**src/rtl/pex_pkg.sv**
```systemverilog
package pex_pkg;
  localparam int BYTE_W = 8;

  localparam logic [BYTE_W-1:0] CMD_PINS = 8'h00;
  localparam logic [BYTE_W-1:0] CMD_DRV  = 8'h01;
  localparam logic [BYTE_W-1:0] CMD_INV  = 8'h02;
  localparam logic [BYTE_W-1:0] CMD_DIR  = 8'h03;

  localparam logic [BYTE_W-1:0] RST_DRV = 8'hFF;
  localparam logic [BYTE_W-1:0] RST_INV = 8'h00;
  localparam logic [BYTE_W-1:0] RST_DIR = 8'hFF;

  typedef enum logic [2:0] {
    S_IDLE, S_ADDR, S_CMD, S_WDATA, S_ACK, S_RDATA, S_RACK, S_WAIT
  } bus_state_e;
endpackage

```
**src/rtl/pex_sync.sv**
```systemverilog
module pex_sync #(
  parameter int              W       = 1,
  parameter int              STAGES  = 2,
  parameter logic [W-1:0]    RST_VAL = '0
) (
  input  logic         clk,
  input  logic         rst_n,
  input  logic [W-1:0] d,
  output logic [W-1:0] q
);
  logic [W-1:0] stage_q [STAGES];

  always_ff @(posedge clk or negedge rst_n) begin
    if (!rst_n) begin
      for (int i = 0; i < STAGES; i++) stage_q[i] <= RST_VAL;
    end else begin
      stage_q[0] <= d;
      for (int i = 1; i < STAGES; i++) stage_q[i] <= stage_q[i-1];
    end
  end

  assign q = stage_q[STAGES-1];
endmodule

```
**src/rtl/pex_bus_fsm.sv**
```systemverilog
module pex_bus_fsm
  import pex_pkg::*;
#(
  parameter logic [6:0] SLV_ADDR = 7'h24
) (
  input  logic              clk,
  input  logic              rst_n,
  input  logic              scl_i,
  input  logic              sda_i,
  input  logic [BYTE_W-1:0] rd_data,
  output logic [BYTE_W-1:0] ptr_o,
  output logic              wr_en_o,
  output logic [BYTE_W-1:0] wr_data_o,
  output logic              sda_oe_o
);
  localparam int              CNT_W    = $clog2(BYTE_W + 1);
  localparam logic [CNT_W-1:0] CNT_FULL = CNT_W'(BYTE_W);

  logic scl_q, sda_q;
  logic scl_rise, scl_fall, start_det, stop_det;

  bus_state_e        state_q, state_d, follow_q, follow_d;
  logic [CNT_W-1:0]  cnt_q, cnt_d;
  logic [BYTE_W-1:0] sh_q, sh_d, ptr_q, ptr_d, wr_data_q, wr_data_d;
  logic              mack_q, mack_d, sda_oe_q, sda_oe_d, wr_en_q, wr_en_d;

  assign scl_rise  = scl_i & ~scl_q;
  assign scl_fall  = ~scl_i & scl_q;
  assign start_det = scl_i & scl_q & sda_q & ~sda_i;
  assign stop_det  = scl_i & scl_q & ~sda_q & sda_i;

  always_comb begin
    state_d   = state_q;
    follow_d  = follow_q;
    cnt_d     = cnt_q;
    sh_d      = sh_q;
    ptr_d     = ptr_q;
    mack_d    = mack_q;
    sda_oe_d  = sda_oe_q;
    wr_en_d   = 1'b0;
    wr_data_d = wr_data_q;
    if (start_det) begin
      state_d  = S_ADDR;
      cnt_d    = '0;
      sda_oe_d = 1'b0;
    end else if (stop_det) begin
      state_d  = S_IDLE;
      sda_oe_d = 1'b0;
    end else begin
      unique case (state_q)
        S_ADDR, S_CMD, S_WDATA: begin
          if (scl_rise && cnt_q != CNT_FULL) begin
            sh_d  = {sh_q[BYTE_W-2:0], sda_i};
            cnt_d = cnt_q + 1'b1;
          end else if (scl_fall && cnt_q == CNT_FULL) begin
            sda_oe_d = 1'b1;
            state_d  = S_ACK;
            if (state_q == S_ADDR) begin
              if (sh_q[BYTE_W-1:1] == SLV_ADDR) begin
                follow_d = sh_q[0] ? S_RDATA : S_CMD;
              end else begin
                sda_oe_d = 1'b0;
                state_d  = S_WAIT;
              end
            end else if (state_q == S_CMD) begin
              ptr_d    = sh_q;
              follow_d = S_WDATA;
            end else begin
              wr_en_d   = 1'b1;
              wr_data_d = sh_q;
              follow_d  = S_WDATA;
            end
          end
        end
        S_ACK: begin
          if (scl_fall) begin
            cnt_d   = '0;
            state_d = follow_q;
            if (follow_q == S_RDATA) begin
              sh_d     = rd_data;
              sda_oe_d = ~rd_data[BYTE_W-1];
            end else begin
              sda_oe_d = 1'b0;
            end
          end
        end
        S_RDATA: begin
          if (scl_rise) begin
            cnt_d = cnt_q + 1'b1;
          end else if (scl_fall) begin
            if (cnt_q == CNT_FULL) begin
              sda_oe_d = 1'b0;
              state_d  = S_RACK;
            end else begin
              sh_d     = {sh_q[BYTE_W-2:0], 1'b0};
              sda_oe_d = ~sh_q[BYTE_W-2];
            end
          end
        end
        S_RACK: begin
          if (scl_rise) begin
            mack_d = ~sda_i;
          end else if (scl_fall) begin
            if (mack_q) begin
              sh_d     = rd_data;
              sda_oe_d = ~rd_data[BYTE_W-1];
              cnt_d    = '0;
              state_d  = S_RDATA;
            end else begin
              state_d  = S_WAIT;
            end
          end
        end
        default: ;
      endcase
    end
  end

  always_ff @(posedge clk or negedge rst_n) begin
    if (!rst_n) begin
      scl_q     <= 1'b1;
      sda_q     <= 1'b1;
      state_q   <= S_IDLE;
      follow_q  <= S_IDLE;
      cnt_q     <= '0;
      sh_q      <= '0;
      ptr_q     <= CMD_PINS;
      mack_q    <= 1'b0;
      sda_oe_q  <= 1'b0;
      wr_en_q   <= 1'b0;
      wr_data_q <= '0;
    end else begin
      scl_q     <= scl_i;
      sda_q     <= sda_i;
      state_q   <= state_d;
      follow_q  <= follow_d;
      cnt_q     <= cnt_d;
      sh_q      <= sh_d;
      ptr_q     <= ptr_d;
      mack_q    <= mack_d;
      sda_oe_q  <= sda_oe_d;
      wr_en_q   <= wr_en_d;
      wr_data_q <= wr_data_d;
    end
  end

  assign ptr_o     = ptr_q;
  assign wr_en_o   = wr_en_q;
  assign wr_data_o = wr_data_q;
  assign sda_oe_o  = sda_oe_q;

  // a STOP always lands in idle
  p_stop_to_idle_r11: assert property (@(posedge clk) disable iff (!rst_n)
    stop_det |=> state_q == S_IDLE);

  // idle never holds SDA
  p_idle_released_r11: assert property (@(posedge clk) disable iff (!rst_n)
    state_q == S_IDLE |-> !sda_oe_q);

  // the pull-down only starts after SCL was seen low
  p_drive_on_low_r8: assert property (@(posedge clk) disable iff (!rst_n)
    $rose(sda_oe_q) |-> !$past(scl_i));

  // an unaddressed or NACKed slave keeps SDA released
  p_wait_silent_r2: assert property (@(posedge clk) disable iff (!rst_n)
    state_q == S_WAIT |-> !sda_oe_q);
endmodule

```
**src/rtl/pex_regs.sv**
```systemverilog
module pex_regs
  import pex_pkg::*;
(
  input  logic              clk,
  input  logic              rst_n,
  input  logic              wr_en,
  input  logic [BYTE_W-1:0] ptr,
  input  logic [BYTE_W-1:0] wr_data,
  input  logic [BYTE_W-1:0] pins_s,
  output logic [BYTE_W-1:0] rd_data,
  output logic [BYTE_W-1:0] pin_o,
  output logic [BYTE_W-1:0] pin_oe_o
);
  logic [BYTE_W-1:0] drv_q, drv_d, inv_q, inv_d, dir_q, dir_d;
  logic [BYTE_W-1:0] pin_view;

  for (genvar g = 0; g < BYTE_W; g++) begin : g_view
    assign pin_view[g] = inv_q[g] ? ~pins_s[g] : pins_s[g];
  end

  always_comb begin
    drv_d = drv_q;
    inv_d = inv_q;
    dir_d = dir_q;
    if (wr_en) begin
      case (ptr)
        CMD_DRV: drv_d = wr_data;
        CMD_INV: inv_d = wr_data;
        CMD_DIR: dir_d = wr_data;
        default: ;
      endcase
    end
  end

  always_ff @(posedge clk or negedge rst_n) begin
    if (!rst_n) begin
      drv_q <= RST_DRV;
      inv_q <= RST_INV;
      dir_q <= RST_DIR;
    end else begin
      drv_q <= drv_d;
      inv_q <= inv_d;
      dir_q <= dir_d;
    end
  end

  always_comb begin
    case (ptr)
      CMD_PINS: rd_data = pin_view;
      CMD_DRV:  rd_data = drv_q;
      CMD_INV:  rd_data = inv_q;
      CMD_DIR:  rd_data = dir_q;
      default:  rd_data = '0;
    endcase
  end

  assign pin_o    = drv_q;
  assign pin_oe_o = ~dir_q;

  // writes to the pin view change nothing
  p_pins_readonly_r7: assert property (@(posedge clk) disable iff (!rst_n)
    (wr_en && ptr == CMD_PINS) |=> ($stable(drv_q) && $stable(inv_q) && $stable(dir_q)));

  // writes above the last pointer change nothing
  p_high_ptr_inert_r10: assert property (@(posedge clk) disable iff (!rst_n)
    (wr_en && ptr > CMD_DIR) |=> ($stable(drv_q) && $stable(inv_q) && $stable(dir_q)));

  // a direction write sets the enables to its complement
  p_dir_to_oe_r5: assert property (@(posedge clk) disable iff (!rst_n)
    (wr_en && ptr == CMD_DIR) |=> pin_oe_o == ~$past(wr_data));
endmodule

```
**src/rtl/i2c_port_expander.sv**
```systemverilog
module i2c_port_expander
  import pex_pkg::*;
#(
  parameter logic [6:0] SLV_ADDR    = 7'h24,
  parameter int         SYNC_STAGES = 2
) (
  input  logic              clk,
  input  logic              rst_ni,
  input  logic              scl_i,
  input  logic              sda_i,
  output logic              sda_oe_o,
  input  logic [BYTE_W-1:0] pin_i,
  output logic [BYTE_W-1:0] pin_o,
  output logic [BYTE_W-1:0] pin_oe_o
);
  logic [1:0]        rst_pipe_q;
  logic              rst_n;
  logic [1:0]        bus_s;
  logic [BYTE_W-1:0] pins_s, rd_data, ptr, wr_data;
  logic              wr_en;

  always_ff @(posedge clk or negedge rst_ni) begin
    if (!rst_ni) rst_pipe_q <= '0;
    else         rst_pipe_q <= {rst_pipe_q[0], 1'b1};
  end
  assign rst_n = rst_pipe_q[1];

  pex_sync #(.W(2), .STAGES(SYNC_STAGES), .RST_VAL(2'b11)) u_bus_sync (
    .clk(clk), .rst_n(rst_n), .d({scl_i, sda_i}), .q(bus_s));

  pex_sync #(.W(BYTE_W), .STAGES(SYNC_STAGES), .RST_VAL('0)) u_pin_sync (
    .clk(clk), .rst_n(rst_n), .d(pin_i), .q(pins_s));

  pex_bus_fsm #(.SLV_ADDR(SLV_ADDR)) u_fsm (
    .clk(clk), .rst_n(rst_n), .scl_i(bus_s[1]), .sda_i(bus_s[0]),
    .rd_data(rd_data), .ptr_o(ptr), .wr_en_o(wr_en), .wr_data_o(wr_data),
    .sda_oe_o(sda_oe_o));

  pex_regs u_regs (
    .clk(clk), .rst_n(rst_n), .wr_en(wr_en), .ptr(ptr), .wr_data(wr_data),
    .pins_s(pins_s), .rd_data(rd_data), .pin_o(pin_o), .pin_oe_o(pin_oe_o));
endmodule

```
**config.mk**
```make
export PLATFORM = sky130hd
export DESIGN_NAME = i2c_port_expander
export DESIGN_NICKNAME = d
export VERILOG_FILES = /design/src/rtl/pex_pkg.sv /design/src/rtl/pex_sync.sv /design/src/rtl/pex_bus_fsm.sv /design/src/rtl/pex_regs.sv /design/src/rtl/i2c_port_expander.sv
export SDC_FILE = /design/constraint.sdc
export NUM_CORES = 1
export LEC_CHECK = 0
export BUFFER_PORTS_ARGS = -buffer_cell sky130_fd_sc_hd__buf_2
export CORE_UTILIZATION = 60
export CTS_BUF_LIST = sky130_fd_sc_hd__clkbuf_8 sky130_fd_sc_hd__clkbuf_16
export CTS_CLUSTER_DIAMETER = 40
export DETAILED_ROUTE_END_ITERATION = 7
export GPL_TIMING_DRIVEN = 0
export PLACE_DENSITY = 0.79
export SKIP_LAST_GASP = 1
export SLEW_MARGIN = 20
export SYNTH_ARGS = -nofsm -noshare
export SYNTH_HDL_FRONTEND = slang
export SYNTH_HIERARCHICAL = 1
export SYNTH_SLANG_ARGS = --single-unit
```
**constraint.sdc**
```tcl
create_clock -name clk -period 3.45 [get_ports clk]
set_clock_uncertainty 0.15 [all_clocks]
set_input_delay 0.69 -clock clk [delete_from_list [all_inputs] [get_ports clk]]
set_output_delay 0.69 -clock clk [all_outputs]
set_load 0.01 [all_outputs]
```
# Yosys cells after proc, flatten, opt, wreduce, memory -nomap -nowiden

Index checks and enable logic that the tools add are counted.

Register bits: 85
Input port bits: 12
Output and inout port bits: 17
Word-level logic and storage cells: 171

Add/subtract/negate cells: 1
Equality and inequality tests: 39
Multiplexer cells: 67
Bitwise operators: 27
Reductions and logical operators: 18

Operators with widths:

| cell                 | count |
|---|---|
| $mux W8              | 9 |
| $pmux W8 S4          | 2 |
| $mux W3              | 14 |
| $mux W4              | 8 |
| $mux W1              | 29 |
| $ne A4 B1 Y1 const B | 6 |
| $not A1 Y1           | 19 |
| $reduce_and A9 Y1    | 2 |
| $eq A8 B2 Y1 const B | 2 |
| $pmux W4 S4          | 1 |
| $ne A3 B1 Y1 const B | 5 |
| $ne A2 B1 Y1 const B | 7 |
| $reduce_and A7 Y1    | 2 |
| $eq A3 B3 Y1 const B | 4 |
| $ne A4 B4 Y1 const B | 3 |
| $pmux W3 S4          | 1 |
| $reduce_and A12 Y1   | 1 |
| $eq A8 B1 Y1 const B | 1 |
| $logic_not A8 Y1     | 1 |
| $ne A2 B2 Y1 const B | 4 |
| $not A8 Y8           | 1 |
| $reduce_and A8 Y1    | 1 |
| $and A1 B1 Y1        | 7 |
| $eq A7 B6 Y1 const B | 1 |
| other kinds (16)     | 21 |

# Longest topological paths before layout

Depth in word-level cells: 10
Mapped depth: 10

# By module

Netlist, hierarchy kept.

By module, submodules not included:

| module                | instances | cells each | area an instance (um2) |
|---|---|---|---|
| pex_bus_fsm           | 1         | 182        | 1986.9 |
| pex_regs              | 1         | 108        | 1391.3 |
| pex_sync (u_pin_sync) | 1         | 24         | 460.4 |
| pex_sync (u_bus_sync) | 1         | 6          | 120.1 |
| i2c_port_expander     | 1         | 3          | 53.8 |

# Worst setup path before layout

Ideal clock, no wire load.

Kind: flip-flop to flip-flop
Start point: register u_fsm.cnt_q[0]
End point: register u_fsm.ptr_q[0] (netlist: u_fsm/ptr_o[0])
Arrival time: 1872 ps
Path slack: 1302 ps
Cell stages (with the launch flop): 9
Clock period less this slack: 2148 ps
Path through: dfrtp_1 > inv_1 > ha_1 > nand3b_4 > or3_1 > buf_2 > or2_1 > buf_6 > mux2_4

Word-level cells in the longest chain between the ends: 4

RTL lines:

| element                         | RTL line           | text |
|---|---|---|
| start: declaration              | pex_bus_fsm.sv:23  | `logic [CNT_W-1:0] cnt_q, cnt_d;` |
| start signal: assignment        | pex_bus_fsm.sv:137 | `cnt_q <= cnt_d;` |
| $ne A4 B4 Y1                    | pex_bus_fsm.sv:52  | `if (scl_rise && cnt_q != CNT_FULL) begin` |
| $logic_and A1 B1 Y1             | pex_bus_fsm.sv:52  |  |
| $not A1 Y1 (no line)            | -                  |  |
| $reduce_and A7 Y1 (no line) (*) | -                  |  |
| end signal: assignment          | pex_bus_fsm.sv:139 | `ptr_q <= ptr_d;` |
| end: declaration                | pex_bus_fsm.sv:24  | `logic [BYTE_W-1:0] sh_q, sh_d, ptr_q, ptr_d, wr_data_q, wr_data_d;` |

Mark *: on every way between the ends. The rest lies on a longest branch, timed or not.
A chain may end at the register's enable or synchronous reset.

# Worst setup path after layout

Start point: register u_fsm.cnt_q[0]
End point: register u_fsm.sh_q[1]

Word-level cells in the longest chain between the ends: 4

RTL lines:

| element                          | RTL line           | text |
|---|---|---|
| $ne A4 B4 Y1                     | pex_bus_fsm.sv:52  |  |
| $logic_and A1 B1 Y1              | pex_bus_fsm.sv:52  |  |
| $ne A2 B1 Y1 (no line)           | -                  |  |
| $reduce_and A12 Y1 (no line) (*) | -                  |  |
| end signal: assignment           | pex_bus_fsm.sv:126 | `sh_q <= '0;` |
| end signal: assignment           | pex_bus_fsm.sv:138 | `sh_q <= sh_d;` |
| end: declaration                 | pex_bus_fsm.sv:24  |  |

Marked as above.

==> reports/results.ini <==
[outcome]
outcome = complete, no violations

[cts]
clk-insertion-delay-late_ns = 0.36
cts_setup_buffers = 0
htreeDepth = 3
postCtsHoldBufs = 1
root_buffer = clkbuf_8
cts.clk_slew.worst_paths_ns = 0.09
cts_made_buffers = 9
clock_path_buffers = 2
numClockSinks = 85
cts_repair_resize_count = 0
cts_tree = built

[worst_setup_path]
reg2reg_to = u_fsm/sh_q[1]$_DFFE_PN0P_
rr_worst_depth = 8
startpoint_type = flop
rr_startpoint = u_fsm/cnt_q[0]$_DFFE_PN0P_
cp.required_ns = 3.51
crit_type = reg2reg
r2r_slack_ns = 1.05
cp_max_fo = 10
crit_arrival_ns = 2.46
worstSetupEndpointType = flop

[place]
pre_cts_slack_ns = 1.10
gp_congestion = 0.862
place_area_um2 = 4280
port_buffers = 28
dp_hpwl_um = 4990

[logic_synthesis]
synthFlopType = dfrtp_1
syn-num-nets = 337
async_flop_share_pct = 100
synth_area_per_cell_um2 = 12.4
yosysUniqueCellTypes = 55
synth-seq-area-share_pct = 53.7
synth_cells = 323
yosysWarnings = 6
yosys_register_bits = 85
syn_area_um2 = 4010
synth-edff-count = 0

[finish]
syn_to_final_growth_pct = 11.9
multi_input_area_um2 = 1660
drive_gt1_share_pct = 37.7
fin_util_pct = 70.3
antenna_cells = 0
final_area_um2 = 4490
fillers = 431
fin_nets = 378
regArea_um2 = 2160

[sta]
fin_tns_setup_ns = 0
hold_viol = 0
setup_ws_ns = 1.05
slew_violations = 0
finalCritPeriodShare_pct = 69.7
fin_crit_ns = 2.40
rsz0062_at_grt = false
worst-slew-pin-transition_ns = 0.606
fmax_ghz = 0.416
max_slew_margin_pct = 59.6
setup_violations = 0

[global_route]
first_global_vias = 2516
grt_overflow = 0
grt_max_degree = 58
antenna_found_initial = 0
grt_pass1_wl_um = 12500
grt_usage_pct = 22.9

[die]
rows = 29
fp.dieH_um = 83.8
coreArea_um2 = 6390
fp.dieArea_um2 = 7020
pin_count = 29
die_w_um = 83.8
start_util_pct = 62.8

[routing]
finalWirelength_um = 7300
ant_nets = 0
via_per_inst = 5.61
firstDrtPassIters = 4
drc = 0
vias = 2502
drtIter0Drc = 111
wl_per_cell_um = 16.4

[run]
cap_violations = 0

[power]
ir_worst_vdd_mv = 0.291
cellLeakagePower_nw = 2.02
p_per_area_nw_per_um2 = 454

[worst_hold_path]
hp-class = reg2async

placed cells by master (no fill, tap or decap), types with 3 or more instances in the layout:
| master | instances |
|---|---|
| buf_2 | 33 |
| dfrtp_1 | 62 |
| a31oi_1 | 4 |
| mux2_4 | 15 |
| o22ai_1 | 5 |
| mux2_2 | 31 |
| clkbuf_1 | 4 |
| dfstp_2 | 22 |
| nor2_1 | 18 |
| o21ai_0 | 12 |
| nand2_1 | 22 |
| mux2i_1 | 17 |
| mux2_1 | 3 |
| clkbuf_8 | 9 |
| buf_4 | 11 |
| nand2b_1 | 14 |
| nand3_1 | 3 |
| nor2b_1 | 4 |
| a21oi_1 | 4 |
| xnor2_1 | 8 |
| inv_1 | 16 |
worst max-delay path by stage:
stage          slack, ns  depth (start not counted)                  startpoint                                to
3_3_place_gp       -0.06                          0     rst_pipe_q[1]$_DFF_PN0_  u_pin_sync/stage_q[15]$_DFF_PN0_
2_1_floorplan       0.80                          0     rst_pipe_q[1]$_DFF_PN0_        u_fsm/cnt_q[0]$_DFFE_PN0P_
4_1_cts             1.10                          8  u_fsm/cnt_q[0]$_DFFE_PN0P_         u_fsm/sh_q[1]$_DFFE_PN0P_
3_5_place_dp        1.10                          8  u_fsm/cnt_q[0]$_DFFE_PN0P_         u_fsm/sh_q[4]$_DFFE_PN0P_
5_1_grt             0.82                          8  u_fsm/cnt_q[0]$_DFFE_PN0P_         u_fsm/sh_q[6]$_DFFE_PN0P_
6_report            1.05                          8  u_fsm/cnt_q[0]$_DFFE_PN0P_         u_fsm/sh_q[1]$_DFFE_PN0P_
routing by layer:
layer	up-vias	wire length (µm)	track usage (%)	part of all wire, %
met5	-	0	0	0
met4	0	106	8.78	1.5
met3	9	239	3.56	3.3
met2	53	3430	35.3	47
met1	1241	3530	32.8	48
li1	1199	-	-	-
cell usage after synthesis, types with 4 or more instances:
cell type | instances | area share, %
dfstp_2 | 22 | 14
dfrtp_1 | 63 | 39
nand2b_1 | 14 | 2.2
nor2_1 | 18 | 1.7
a21oi_1 | 4 | 0.50
o21ai_0 | 12 | 1.5
a31oi_1 | 4 | 0.62
mux2_2 | 31 | 8.7
buf_2 | 5 | 0.62
buf_4 | 11 | 2.1
mux2i_1 | 17 | 4.2
o22ai_1 | 5 | 0.78
clkbuf_1 | 4 | 0.37
nor2b_1 | 4 | 0.62
nand2_1 | 22 | 2.1
xnor2_1 | 8 | 1.7
mux2_4 | 15 | 5.6
inv_1 | 15 | 1.4
logic make-up after synthesis:
group,count (synthesis),share of synthesized area (%)
AOI/OAI and AO/OA,39,6.45
xor gates and xnor gates,9,1.96
adders and majority gates,2,0.624
buffers and inverters,37,5.02
DFF,85,53.7
muxes,66,19.4
other,1,0.0935
and+or+nand+nor,84,12.8
state kept, by name, indices dropped and copies added (netlist names), 3 cells and up:
register and flops:
u_fsm/cnt_q 4, u_pin_sync/stage_q 8, u_fsm/state_q 3, u_regs/pin_o 8
u_fsm/sh_q 8, u_pin_sync/q 8, u_fsm/wr_data_o 8, u_fsm/ptr_o 8
u_regs/inv_q 8, u_regs/dir_q 8, u_fsm/follow_q 3
critical path, cell delays in order, from the launching register on:
cell,delay [ns]
dfrtp_1,0.43
inv_1,0.07
ha_1,0.24
and3b_1,0.24
nor4b_1,0.33
o2111ai_1,0.34
buf_2,0.31
nand2_1,0.09
o21ai_0,0.07
report_power, final:
part	switching (mW)	internal, mW	total [mW]	leakage (nW)
Sequential	0.0644	1.05	1.11	1.06
Clock	0.363	0.339	0.702	0.0987
Combinational	0.128	0.0972	0.225	0.862
Total	0.555	1.49	2.04	2.02
through the flow:
| stage | hold WS [ns] | power [mW] | std cells |
|---|---|---|---|
| after floorplan | 0.181 | 1.28 | 323 |
| after global placement | 0.181 | 1.34 | 428 |
| after detailed placement | 0.107 | 1.36 | 429 |
| after CTS | 0.113 | 2.06 | 446 |
| after global routing | 0.135 | 2.13 | 446 |
| final | 0.0949 | 2.04 | 446 |
final cells by class:
type	count	share of cell area, %
clock buffer	9	2.76
sequential	85	48.1
inverter	15	1.25
timing repair buffer	30	3.96
multi-input combinational	201	36.9
buffer	22	3.23
clock inverter	7	1.73
tap	77	2.14
Note: power is estimated with default switching activity, not from simulation.
